`config.mk`:
```
export PLATFORM = sky130hd
export DESIGN_NAME = bit_partition_net
export DESIGN_NICKNAME = d
export VERILOG_FILES = /design/src/rtl/bpn_pkg.sv /design/src/rtl/bpn_rank_decode.sv /design/src/rtl/bpn_lane_mux.sv /design/src/rtl/bpn_pop_check.sv /design/src/rtl/bit_partition_net.sv
export SDC_FILE = /design/constraint.sdc
export NUM_CORES = 1
export LEC_CHECK = 0
export ABC_AREA = 1
export BUFFER_PORTS_ARGS = -buffer_cell sky130_fd_sc_hd__buf_2
export CORE_UTILIZATION = 61
export CTS_CLUSTER_SIZE = 28
export DETAILED_ROUTE_END_ITERATION = 6
export GPL_TIMING_DRIVEN = 1
export PLACE_DENSITY = 0.82
export SYNTH_ARGS = -nofsm -noshare
export SYNTH_HDL_FRONTEND = slang
export SYNTH_SLANG_ARGS = --single-unit
```
`constraint.sdc`:
```
create_clock -name clk -period 4.2 [get_ports clk]
set_clock_uncertainty 0.15 [all_clocks]
set_input_delay 0.21 -clock clk [delete_from_list [all_inputs] [get_ports clk]]
set_output_delay 0.21 -clock clk [all_outputs]
set_load 0.005 [all_outputs]
```
`src/rtl/bpn_pkg.sv`:
```
package bpn_pkg;

  localparam int unsigned BPN_DEF_W = 8;
  localparam int unsigned BPN_VEC_W = 64;

  // Number of bits equal to val in v[hi-1:lo]; empty range gives 0.
  function automatic int unsigned bpn_count(input logic [BPN_VEC_W-1:0] v,
                                            input int unsigned lo,
                                            input int unsigned hi,
                                            input logic val);
    int unsigned n;
    n = 0;
    for (int unsigned i = 0; i < BPN_VEC_W; i++) begin
      if (i >= lo && i < hi && v[i] == val) n++;
    end
    return n;
  endfunction

endpackage

```
`src/rtl/bpn_rank_decode.sv`:
```
module bpn_rank_decode
  import bpn_pkg::*;
#(
  parameter int unsigned W         = BPN_DEF_W,
  parameter bit          FIND_ONES = 1'b1,
  localparam int unsigned HALF     = W / 2,
  localparam int unsigned SPAN     = HALF + 1
) (
  input  logic [W-1:0]                  mask,
  output logic [HALF-1:0][SPAN-1:0]     sel
);

  logic [BPN_VEC_W-1:0] mask_ext;
  assign mask_ext = {{(BPN_VEC_W-W){1'b0}}, mask};

  // Row k, candidate j: the mask position that would hold the k-th
  // ranked bit if it sits j places away from its earliest possible slot.
  for (genvar k = 0; k < HALF; k++) begin : g_rank
    for (genvar j = 0; j < SPAN; j++) begin : g_cand
      if (FIND_ONES) begin : g_ones
        localparam int unsigned P = W - 1 - k - j;
        always_comb begin
          sel[k][j] = mask[P] &&
                      (bpn_count(mask_ext, P + 1, W, 1'b1) == k);
        end
      end else begin : g_zeros
        localparam int unsigned P = k + j;
        always_comb begin
          sel[k][j] = !mask[P] &&
                      (bpn_count(mask_ext, 0, P, 1'b0) == k);
        end
      end
    end
  end

endmodule

```
`src/rtl/bpn_lane_mux.sv`:
```
module bpn_lane_mux
  import bpn_pkg::*;
#(
  parameter int unsigned W         = BPN_DEF_W,
  parameter bit          FIND_ONES = 1'b1,
  localparam int unsigned HALF     = W / 2,
  localparam int unsigned SPAN     = HALF + 1
) (
  input  logic [W-1:0]              data,
  input  logic [HALF-1:0][SPAN-1:0] sel,
  output logic [HALF-1:0]           lane
);

  // AND-OR selector: one-hot select rows make this a plain 5:1 mux.
  for (genvar k = 0; k < HALF; k++) begin : g_lane
    logic [SPAN-1:0] terms;
    for (genvar j = 0; j < SPAN; j++) begin : g_tap
      localparam int unsigned P = FIND_ONES ? (W - 1 - k - j) : (k + j);
      assign terms[j] = sel[k][j] & data[P];
    end
    assign lane[k] = |terms;
  end

endmodule

```
`src/rtl/bpn_pop_check.sv`:
```
module bpn_pop_check
  import bpn_pkg::*;
#(
  parameter int unsigned W = BPN_DEF_W
) (
  input  logic [W-1:0] mask,
  output logic         ok
);

  logic [BPN_VEC_W-1:0] mask_ext;
  assign mask_ext = {{(BPN_VEC_W-W){1'b0}}, mask};

  always_comb begin
    ok = (bpn_count(mask_ext, 0, W, 1'b1) == W / 2);
  end

endmodule

```
`src/rtl/bit_partition_net.sv`:
```
module bit_partition_net
  import bpn_pkg::*;
#(
  parameter int unsigned W = BPN_DEF_W
) (
  input  logic         clk,
  input  logic         rst,
  input  logic [W-1:0] data_in,
  input  logic [W-1:0] mask_in,
  output logic [W-1:0] result,
  output logic         mask_err
);

  localparam int unsigned HALF = W / 2;
  localparam int unsigned SPAN = HALF + 1;

  logic [HALF-1:0][SPAN-1:0] up_sel;
  logic [HALF-1:0][SPAN-1:0] lo_sel;
  logic [HALF-1:0]           up_lane;
  logic [HALF-1:0]           lo_lane;
  logic                      pop_ok;
  logic [W-1:0]              packed_c;
  logic                      primed;

  bpn_rank_decode #(.W(W), .FIND_ONES(1'b1)) u_dec_up (
    .mask (mask_in),
    .sel  (up_sel)
  );

  bpn_rank_decode #(.W(W), .FIND_ONES(1'b0)) u_dec_lo (
    .mask (mask_in),
    .sel  (lo_sel)
  );

  bpn_lane_mux #(.W(W), .FIND_ONES(1'b1)) u_mux_up (
    .data (data_in),
    .sel  (up_sel),
    .lane (up_lane)
  );

  bpn_lane_mux #(.W(W), .FIND_ONES(1'b0)) u_mux_lo (
    .data (data_in),
    .sel  (lo_sel),
    .lane (lo_lane)
  );

  bpn_pop_check #(.W(W)) u_pop (
    .mask (mask_in),
    .ok   (pop_ok)
  );

  // Upper lanes fill from the MSB downward, lower lanes from the LSB up.
  always_comb begin
    packed_c = '0;
    for (int k = 0; k < HALF; k++) begin
      packed_c[W-1-k] = up_lane[k];
      packed_c[k]     = lo_lane[k];
    end
  end

  always_ff @(posedge clk) begin
    if (rst) begin
      result   <= '0;
      mask_err <= 1'b0;
      primed   <= 1'b0;
    end else begin
      result   <= pop_ok ? packed_c : '0;
      mask_err <= !pop_ok;
      primed   <= 1'b1;
    end
  end

  AST_RESET_CLEAR: assert property (@(posedge clk) disable iff (rst)
    $past(rst) |-> (result == '0 && !mask_err));

  AST_ERR_TRACKS_POP: assert property (@(posedge clk) disable iff (rst)
    primed |-> (mask_err == ($countones($past(mask_in)) != HALF)));

  AST_ZERO_ON_ERR: assert property (@(posedge clk) disable iff (rst)
    mask_err |-> (result == '0));

  AST_UPPER_WEIGHT: assert property (@(posedge clk) disable iff (rst)
    (primed && !mask_err) |->
      ($countones(result[W-1:HALF]) == $countones($past(data_in & mask_in))));

  AST_LOWER_WEIGHT: assert property (@(posedge clk) disable iff (rst)
    (primed && !mask_err) |->
      ($countones(result[HALF-1:0]) == $countones($past(data_in & ~mask_in))));

  for (genvar k = 0; k < HALF; k++) begin : g_sel_chk
    AST_UP_SEL_ONEHOT: assert property (@(posedge clk) disable iff (rst)
      pop_ok |-> $onehot(up_sel[k]));
    AST_LO_SEL_ONEHOT: assert property (@(posedge clk) disable iff (rst)
      pop_ok |-> $onehot(lo_sel[k]));
  end

endmodule

```
==> impl_metrics.env, run 1 <==
export IMPL_slew_viol_final=0
export IMPL_power_mw=0.591
export IMPL_max_slew_margin_rel_pct=61.3
export IMPL_cts_made_buffers=3
export IMPL_drt_pass1_iter_count=4
export IMPL_seqCellArea_um2=180
export IMPL_p_leak_nw=1.55
export IMPL_die_area_um2=4450
export IMPL_async_flop_share_pct=0
export IMPL_port_buffers=26
export IMPL_start_util_pct=63.9
export IMPL_netlist_instances=426
export IMPL_fin_crit_sh_pct=91.7
export IMPL_rows=23
export IMPL_fp_dieH_um=66.7
export IMPL_stdcell_count=500
export IMPL_grt_start_max_net_pins=24
export IMPL_grt_pass1_vias=2492
export IMPL_n_antenna_cell=0
export IMPL_grt_usage_pct=29.3
export IMPL_gp_congestion=0.889
export IMPL_cp_arrival_ns=3.86
export IMPL_setup_violations=0
export IMPL_status="complete, no violations"
export IMPL_fin_tns_setup_ns=0
export IMPL_switchingPower_mw=0.287
export IMPL_netlist_area_um2=2550
export IMPL_hold_viol=0
export IMPL_crit_fanout=8
export IMPL_clkPwrFrac_pct=16.6
export IMPL_netSwitchingFraction_pct=48.6
export IMPL_synth_edf_count=0
export IMPL_synth_ff_type="dfxtp_1"
export IMPL_drive_above_1_share_pct=16.4
export IMPL_root_buffer="clkbuf_8"
export IMPL_synthesis_nets=491
export IMPL_clkTransAtPathRegs_ns=0.04
export IMPL_cts_tree="yes"
export IMPL_endpoint_kind="flop"
export IMPL_ctsResizeCount=0
export IMPL_max_freq_mhz=260
export IMPL_pre_cts_ws_ns=0.0587
export IMPL_antenna_found_initial=0
export IMPL_crit_path_start_kind="input pin"
export IMPL_critical_path_class="in2reg"
export IMPL_synth_yosys_warnings=0
export IMPL_hpwl_um=4630
export IMPL_p_per_area_nw_per_um2=212
export IMPL_postCtsSetupBuffers=0
export IMPL_htreeDepth=1
export IMPL_ys_types=34
export IMPL_layout_min_cycle_time_ns=3.85
export IMPL_required_ns=4.21
export IMPL_fp_dieW_um=66.7
export IMPL_grt_pass1_wl_um=10300
export IMPL_clock_path_buffers=2
export IMPL_ys_seq_area_share_pct=7.05
export IMPL_syn_to_final_growth_pct=9.06
export IMPL_ant_nets=0
export IMPL_drtIter0Drc=98
export IMPL_syn_avg_cell_area_um2=6.00
export IMPL_internal_power_mw=0.304
export IMPL_timing_final_ws_setup_ns=0.349
export IMPL_drc=0
export IMPL_cts_sinks=9
export IMPL_vias_per_cell=5.30
export IMPL_multi_input_area_um2=2090
export IMPL_ys_seq_elements=9
export IMPL_max_vdd_ir_drop_mv=0.0928
export IMPL_fin_nets=516
export IMPL_seq_power_share_pct=15.5
export IMPL_n_fill_cell=375
export IMPL_drt_total_wl_um=5700
export IMPL_post_drt_wl_per_cell_um=11.4
export IMPL_grt_ovfl_total=0
export IMPL_core_area_um2=4000
export IMPL_io_pins=27
export IMPL_dpl_cell_count=496
export IMPL_rsz0062_at_grt="no"
export IMPL_tightestPinTransition_ns=0.580
export IMPL_hp_class="in2reg"
export IMPL_routed_via_count=2651
export IMPL_holdBufCountCts=0
export IMPL_pwr_share_comb_pct=67.9
export IMPL_drv_cap=0
worst max-delay path: stages:
cell and delay, ns:
buf_2 0.13, inv_1 0.11, ha_4 0.31, inv_2 0.04
nand2_1 0.09, nand2_2 0.07, ha_1 0.26, nand2_1 0.07
nand2_1 0.07, ha_1 0.29, or2_2 0.30, nand2_1 0.09
inv_1 0.04, ha_1 0.26, nand2_1 0.08, nand2_1 0.09
ha_1 0.30, nand2_1 0.06, nand2_1 0.08, ha_1 0.28
a21oi_1 0.12, nand3_1 0.11, nand2_2 0.11, nand4_4 0.17
nor2_1 0.13
worst paths after layout:
path         to  cells after the start        from
max   result[7]                     25  mask_in[0]
min    mask_err                      4         rst
cell families after synthesis:
logic type | count (synthesis) | share of synthesized area (%)
AND/OR/NAND/NOR | 241 | 43.3
XOR/XNOR | 15 | 5.14
AO/OA/AOI/OAI | 39 | 9.60
adder cells (fa/ha/maj) | 47 | 23.0
flip-flops | 9 | 7.05
buffers and inverters | 75 | 11.9
power groups by stage:
stage / Clock (mW) / Sequential, mW / Combinational (mW)
after floorplan: 0 / 0.0936 / 0.311
after global placement: 0 / 0.0927 / 0.385
after detailed placement: 0 / 0.0928 / 0.395
after CTS: 0.0999 / 0.0915 / 0.398
after global routing: 0.103 / 0.0921 / 0.472
final: 0.0983 / 0.0914 / 0.401
placed cells by master, fill, tap and decap left out, drive strengths merged:
master / instances
nor3: 9
a21oi: 5
or2: 6
nand4: 10
xor2: 13
nor4: 1
o21ai: 25
xnor2: 2
nand3: 45
o21a: 1
dfxtp: 9
nor2: 38
nand2: 128
a31oi: 6
ha: 47
and3: 3
a2111oi: 1
clkbuf: 4
buf: 31
nand3b: 1
o211ai: 1
inv: 64
final cells by class:
| cell class | instances | area share, % |
|---|---|---|
| inverter | 64 | 8.71 |
| clock buffer | 4 | 1.62 |
| timing repair buffer | 31 | 6.02 |
| multi-input combinational | 342 | 74.9 |
| sequential | 9 | 6.47 |
| tap | 50 | 2.25 |
layer usage:
metal  share of wire (%)  routed length, um  track usage, %  up-vias
met1                  49               2780            37.4     1159
met5                   0                  0               0        -
met4                 1.7                 97            10.4        0
li1                    -                  -               -     1418
met3                 4.3                244            1.37       11
met2                  45               2580            51.4       63
registers in the layout (all words and copies together), names as in the netlist:
register,count
mask_err,1
result,8
synth_stat cells, types with 2 or more instances:
| cell | count | area, um^2 |
|---|---|---|
| nand2_1 | 117 | 439 |
| xor2_1 | 13 | 114 |
| o21ai_0 | 16 | 80.1 |
| inv_2 | 4 | 15.0 |
| nor3_1 | 9 | 45.0 |
| o21ai_2 | 6 | 52.6 |
| ha_1 | 47 | 588 |
| nand2_2 | 9 | 56.3 |
| a21oi_1 | 4 | 20.0 |
| clkbuf_1 | 2 | 7.51 |
| o21ai_1 | 3 | 15.0 |
| nand3_2 | 5 | 50.1 |
| and3_1 | 3 | 18.8 |
| a31oi_1 | 6 | 37.5 |
| dfxtp_1 | 9 | 180 |
| xnor2_1 | 2 | 17.5 |
| inv_1 | 59 | 221 |
| buf_2 | 7 | 35.0 |
| or2_2 | 6 | 37.5 |
| nor2_1 | 37 | 139 |
| nand4_1 | 9 | 56.3 |
| nand2_4 | 2 | 22.5 |
| nand3_1 | 40 | 200 |
per-stage QoR:
stage | util [%] | hold WS, ns | instance area (um^2)
6_report | 69.7 | 0.106 | 2790
2_1_floorplan | - | 0.245 | 2550
4_1_cts | 69.2 | 0.105 | 2770
3_3_place_gp | 68.1 | 0.337 | 2720
5_1_grt | 69.7 | 0.158 | 2790
3_5_place_dp | 68.1 | 0.348 | 2720
(Power assumes the default switching activity.)
==> run 2, diff against run 1 <==
--- a/config.mk
+++ b/config.mk
@@ -5,13 +5,12 @@
 export SDC_FILE = /design/constraint.sdc
 export NUM_CORES = 1
 export LEC_CHECK = 0
-export ABC_AREA = 1
 export BUFFER_PORTS_ARGS = -buffer_cell sky130_fd_sc_hd__buf_2
-export CORE_UTILIZATION = 61
+export CORE_UTILIZATION = 62
 export CTS_CLUSTER_SIZE = 28
 export DETAILED_ROUTE_END_ITERATION = 6
 export GPL_TIMING_DRIVEN = 1
-export PLACE_DENSITY = 0.82
+export PLACE_DENSITY = 0.83
 export SYNTH_ARGS = -nofsm -noshare
 export SYNTH_HDL_FRONTEND = slang
 export SYNTH_SLANG_ARGS = --single-unit
==> run 2 against run 1 <==
Effect of this change: count of clock-buffer cells in the layout unchanged; sequential share of layout area shrank 0.85 points; flip-flop and latch count unchanged; critical path type unchanged; area after synthesis is 9.7% higher; critical path depth is 4 lower; cell count decreased by 14%; clock power down 1%; non-clock buffer count up 14; hold slack improved by 0.021 ns; fmax is 4.6% lower.
==> impl_metrics.env, run 2 <==
export IMPL_status="complete, no violations"
export IMPL_cpMostUsedCell="ha_4"
export IMPL_required_ns=4.19
export IMPL_fin_nets=444
export IMPL_largest_reg_flops=8
export IMPL_synthesis_nets=409
export IMPL_crit_fanout=5
export IMPL_drt_total_wl_um=7290
export IMPL_ys_types=78
export IMPL_synth_top_cell_area_share_pct=21.0
export IMPL_netlist_area_um2=2800
export IMPL_hold_slack_ns=0.127
export IMPL_dr_wl_met2_um=3430
export IMPL_n_fill_cell=344
export IMPL_max_vdd_ir_drop_mv=0.145
export IMPL_finalInstanceArea_um2=3210
export IMPL_cts_tree="yes"
export IMPL_holdBufCountCts=0
export IMPL_die_area_um2=4800
export IMPL_hp_class="in2reg"
export IMPL_slew_viol_final=0
export IMPL_tightestPinTransition_ns=0.555
export IMPL_vias_per_cell=6.35
export IMPL_clkTransAtPathRegs_ns=0.04
export IMPL_async_flop_share_pct=0
export IMPL_routed_via_count=2731
export IMPL_yosysTopAreaCell="ha_1"
export IMPL_drc=0
export IMPL_root_buffer="clkbuf_8"
export IMPL_grt_pass1_vias=2540
export IMPL_drive_above_1_share_pct=27.2
export IMPL_timing_final_ws_setup_ns=0.162
export IMPL_port_buffers=26
export IMPL_p_per_area_nw_per_um2=282
export IMPL_ys_seq_area_share_pct=6.43
export IMPL_io_pins=27
export IMPL_grt_pass1_wl_um=11700
export IMPL_max_slew_margin_rel_pct=62.7
export IMPL_endpoint_kind="flop"
export IMPL_syn_to_final_growth_pct=14.5
export IMPL_critical_path_class="in2reg"
export IMPL_wl_met3_um=471
export IMPL_fin_tns_setup_ns=0
export IMPL_start_util_pct=64.4
export IMPL_cts_made_buffers=3
export IMPL_drtIter0Drc=194
export IMPL_netlist_top_cells_count="ha_1 (47), nand2_1 (35), inv_1 (28)"
export IMPL_p_leak_nw=1.43
export IMPL_crit_chain="buf_2 > inv_6 > ha_4 > xnor2_4 > inv_2 > ha_4 > mux2_2 > ha_4 > nand2_2 > o21a_1 > nand2_2 > ha_4 > nor2_2 > a31oi_4 > ha_4 > mux2i_4 > inv_2 > ha_4 > o32ai_4 > o211ai_4 > a221oi_2"
export IMPL_layout_min_cycle_time_ns=4.04
export IMPL_core_area_um2=4350
export IMPL_hpwl_um=5610
export IMPL_gp_congestion=0.898
export IMPL_post_drt_wl_per_cell_um=16.9
export IMPL_cp_arrival_ns=4.02
export IMPL_syn_avg_cell_area_um2=8.15
export IMPL_synthTopCellsByArea="ha_1 (21%), dfxtp_1 (6.4%), xnor2_1 (5.0%)"
export IMPL_setup_violations=0
export IMPL_htreeDepth=1
export IMPL_netlist_instances=344
export IMPL_grt_start_max_net_pins=31
export IMPL_seqCellArea_um2=180
export IMPL_synth_edf_count=0
export IMPL_dpl_cell_count=422
export IMPL_ys_seq_elements=9
export IMPL_fp_dieW_um=69.3
export IMPL_yosysMostFrequentCell="ha_1"
export IMPL_rows=24
export IMPL_critPathLaunch="mask_in[1]"
export IMPL_final_common_cell="ha_1"
export IMPL_cpPeakStageDelay_ns=0.37
export IMPL_drt_pass1_iter_count=5
export IMPL_critical_path_slowest_cell="o32ai_4"
export IMPL_synth_ff_type="dfxtp_1"
export IMPL_worstHoldStart="rst"
export IMPL_multi_input_area_um2=2510
export IMPL_antenna_found_initial=0
export IMPL_place_area_um2=3110
export IMPL_synth_yosys_warnings=0
export IMPL_pre_cts_ws_ns=-0.0897
export IMPL_top_regs="result x8, mask_err x1"
export IMPL_grt_usage_pct=29.4
export IMPL_drv_cap=0
export IMPL_fp_dieH_um=69.3
export IMPL_grt_ovfl_total=0
export IMPL_fin_crit_sh_pct=96.2
export IMPL_ant_nets=0
export IMPL_hold_viol=0
export IMPL_cts_sinks=9
export IMPL_max_freq_mhz=248
export IMPL_crit_path_start_kind="input pin"
export IMPL_stdcell_count=430
export IMPL_clock_path_buffers=2
export IMPL_n_antenna_cell=0
export IMPL_top_register="result"
export IMPL_top_layer_used="met4"
export IMPL_wl_met1_um=3110
export IMPL_mostFrequentLayoutCells="ha_1 (41), nand2_1 (32), buf_2 (26)"
==> run 2: cell count changes in the layout (fill, tap and decap cells not counted), sizes merged, moves of 6 or more <==
cell,change
nand2,-93
inv,-35
nand3,-34
o21ai,-18
xnor2,+17
nor2,-15
buf,+14
a21oi,+12
nand4,-8
nor2b,+6
o211ai,+6
==> run 2: report_power, final <==
group	switching (mW)	leakage [nW]	internal [mW]
logic	0.400	1.33	0.315
clock network	0.0314	0.0228	0.0659
registers	0.00137	0.0730	0.0930
==> run 2: cell families after synthesis <==
family,after synthesis,share of synthesized area [%]
simple gates,119,23.1
compound gates,82,23.6
fa+ha+maj,47,21.0
buf+inv,46,9.46
xor+xnor,37,14.8
flops,9,6.43
mux,4,1.65
==> run 2: metrics by stage <==
step / power, mW / utilization (%)
3_5_place_dp: 0.756 / 71.3
6_report: 0.906 / 73.7
3_3_place_gp: 0.722 / 71.3
5_1_grt: 0.972 / 73.7
2_1_floorplan: 0.609 / -
4_1_cts: 0.854 / 72.4
==> run 2: what timing repair did <==
action                                 CTS  global route
gates resized for setup                  0             5
endpoints found under the hold margin    0             0
setup endpoints to repair                0             7
buffers inserted                         0             3
==> run 2: final timing paths <==
check,end,slack (ns),cells after the start
worst max-delay path,result[4],0.16,21
worst min-delay path,result[2],0.13,2
==> run 2: worst max-delay path: cells and delay by family <==
| family | cells | cell delay (ns) |
|---|---|---|
| adders and majority gates | 6 | 1.41 |
| AOI/OAI and AO/OA | 5 | 1.22 |
| muxes | 2 | 0.46 |
| buffers and inverters | 4 | 0.33 |
| and+or+nand+nor | 3 | 0.20 |
| xor gates and xnor gates | 1 | 0.17 |
==> run 2: per-layer routing <==
| layer | vias to the layer above | track usage (%) |
|---|---|---|
| li1 | 1317 | - |
| met1 | 1241 | 36.0 |
| met2 | 137 | 53.6 |
| met3 | 36 | 1.31 |
| met4 | 0 | 11.3 |
| met5 | - | 0 |
==> run 2: area by class of cell <==
type	count	area share (%)
Inverter	30	4.17
Sequential cell	9	5.61
Timing Repair Buffer	45	8.50
Tap cell	52	2.03
Multi-Input combinational cell	290	78.3
Clock buffer	4	1.40
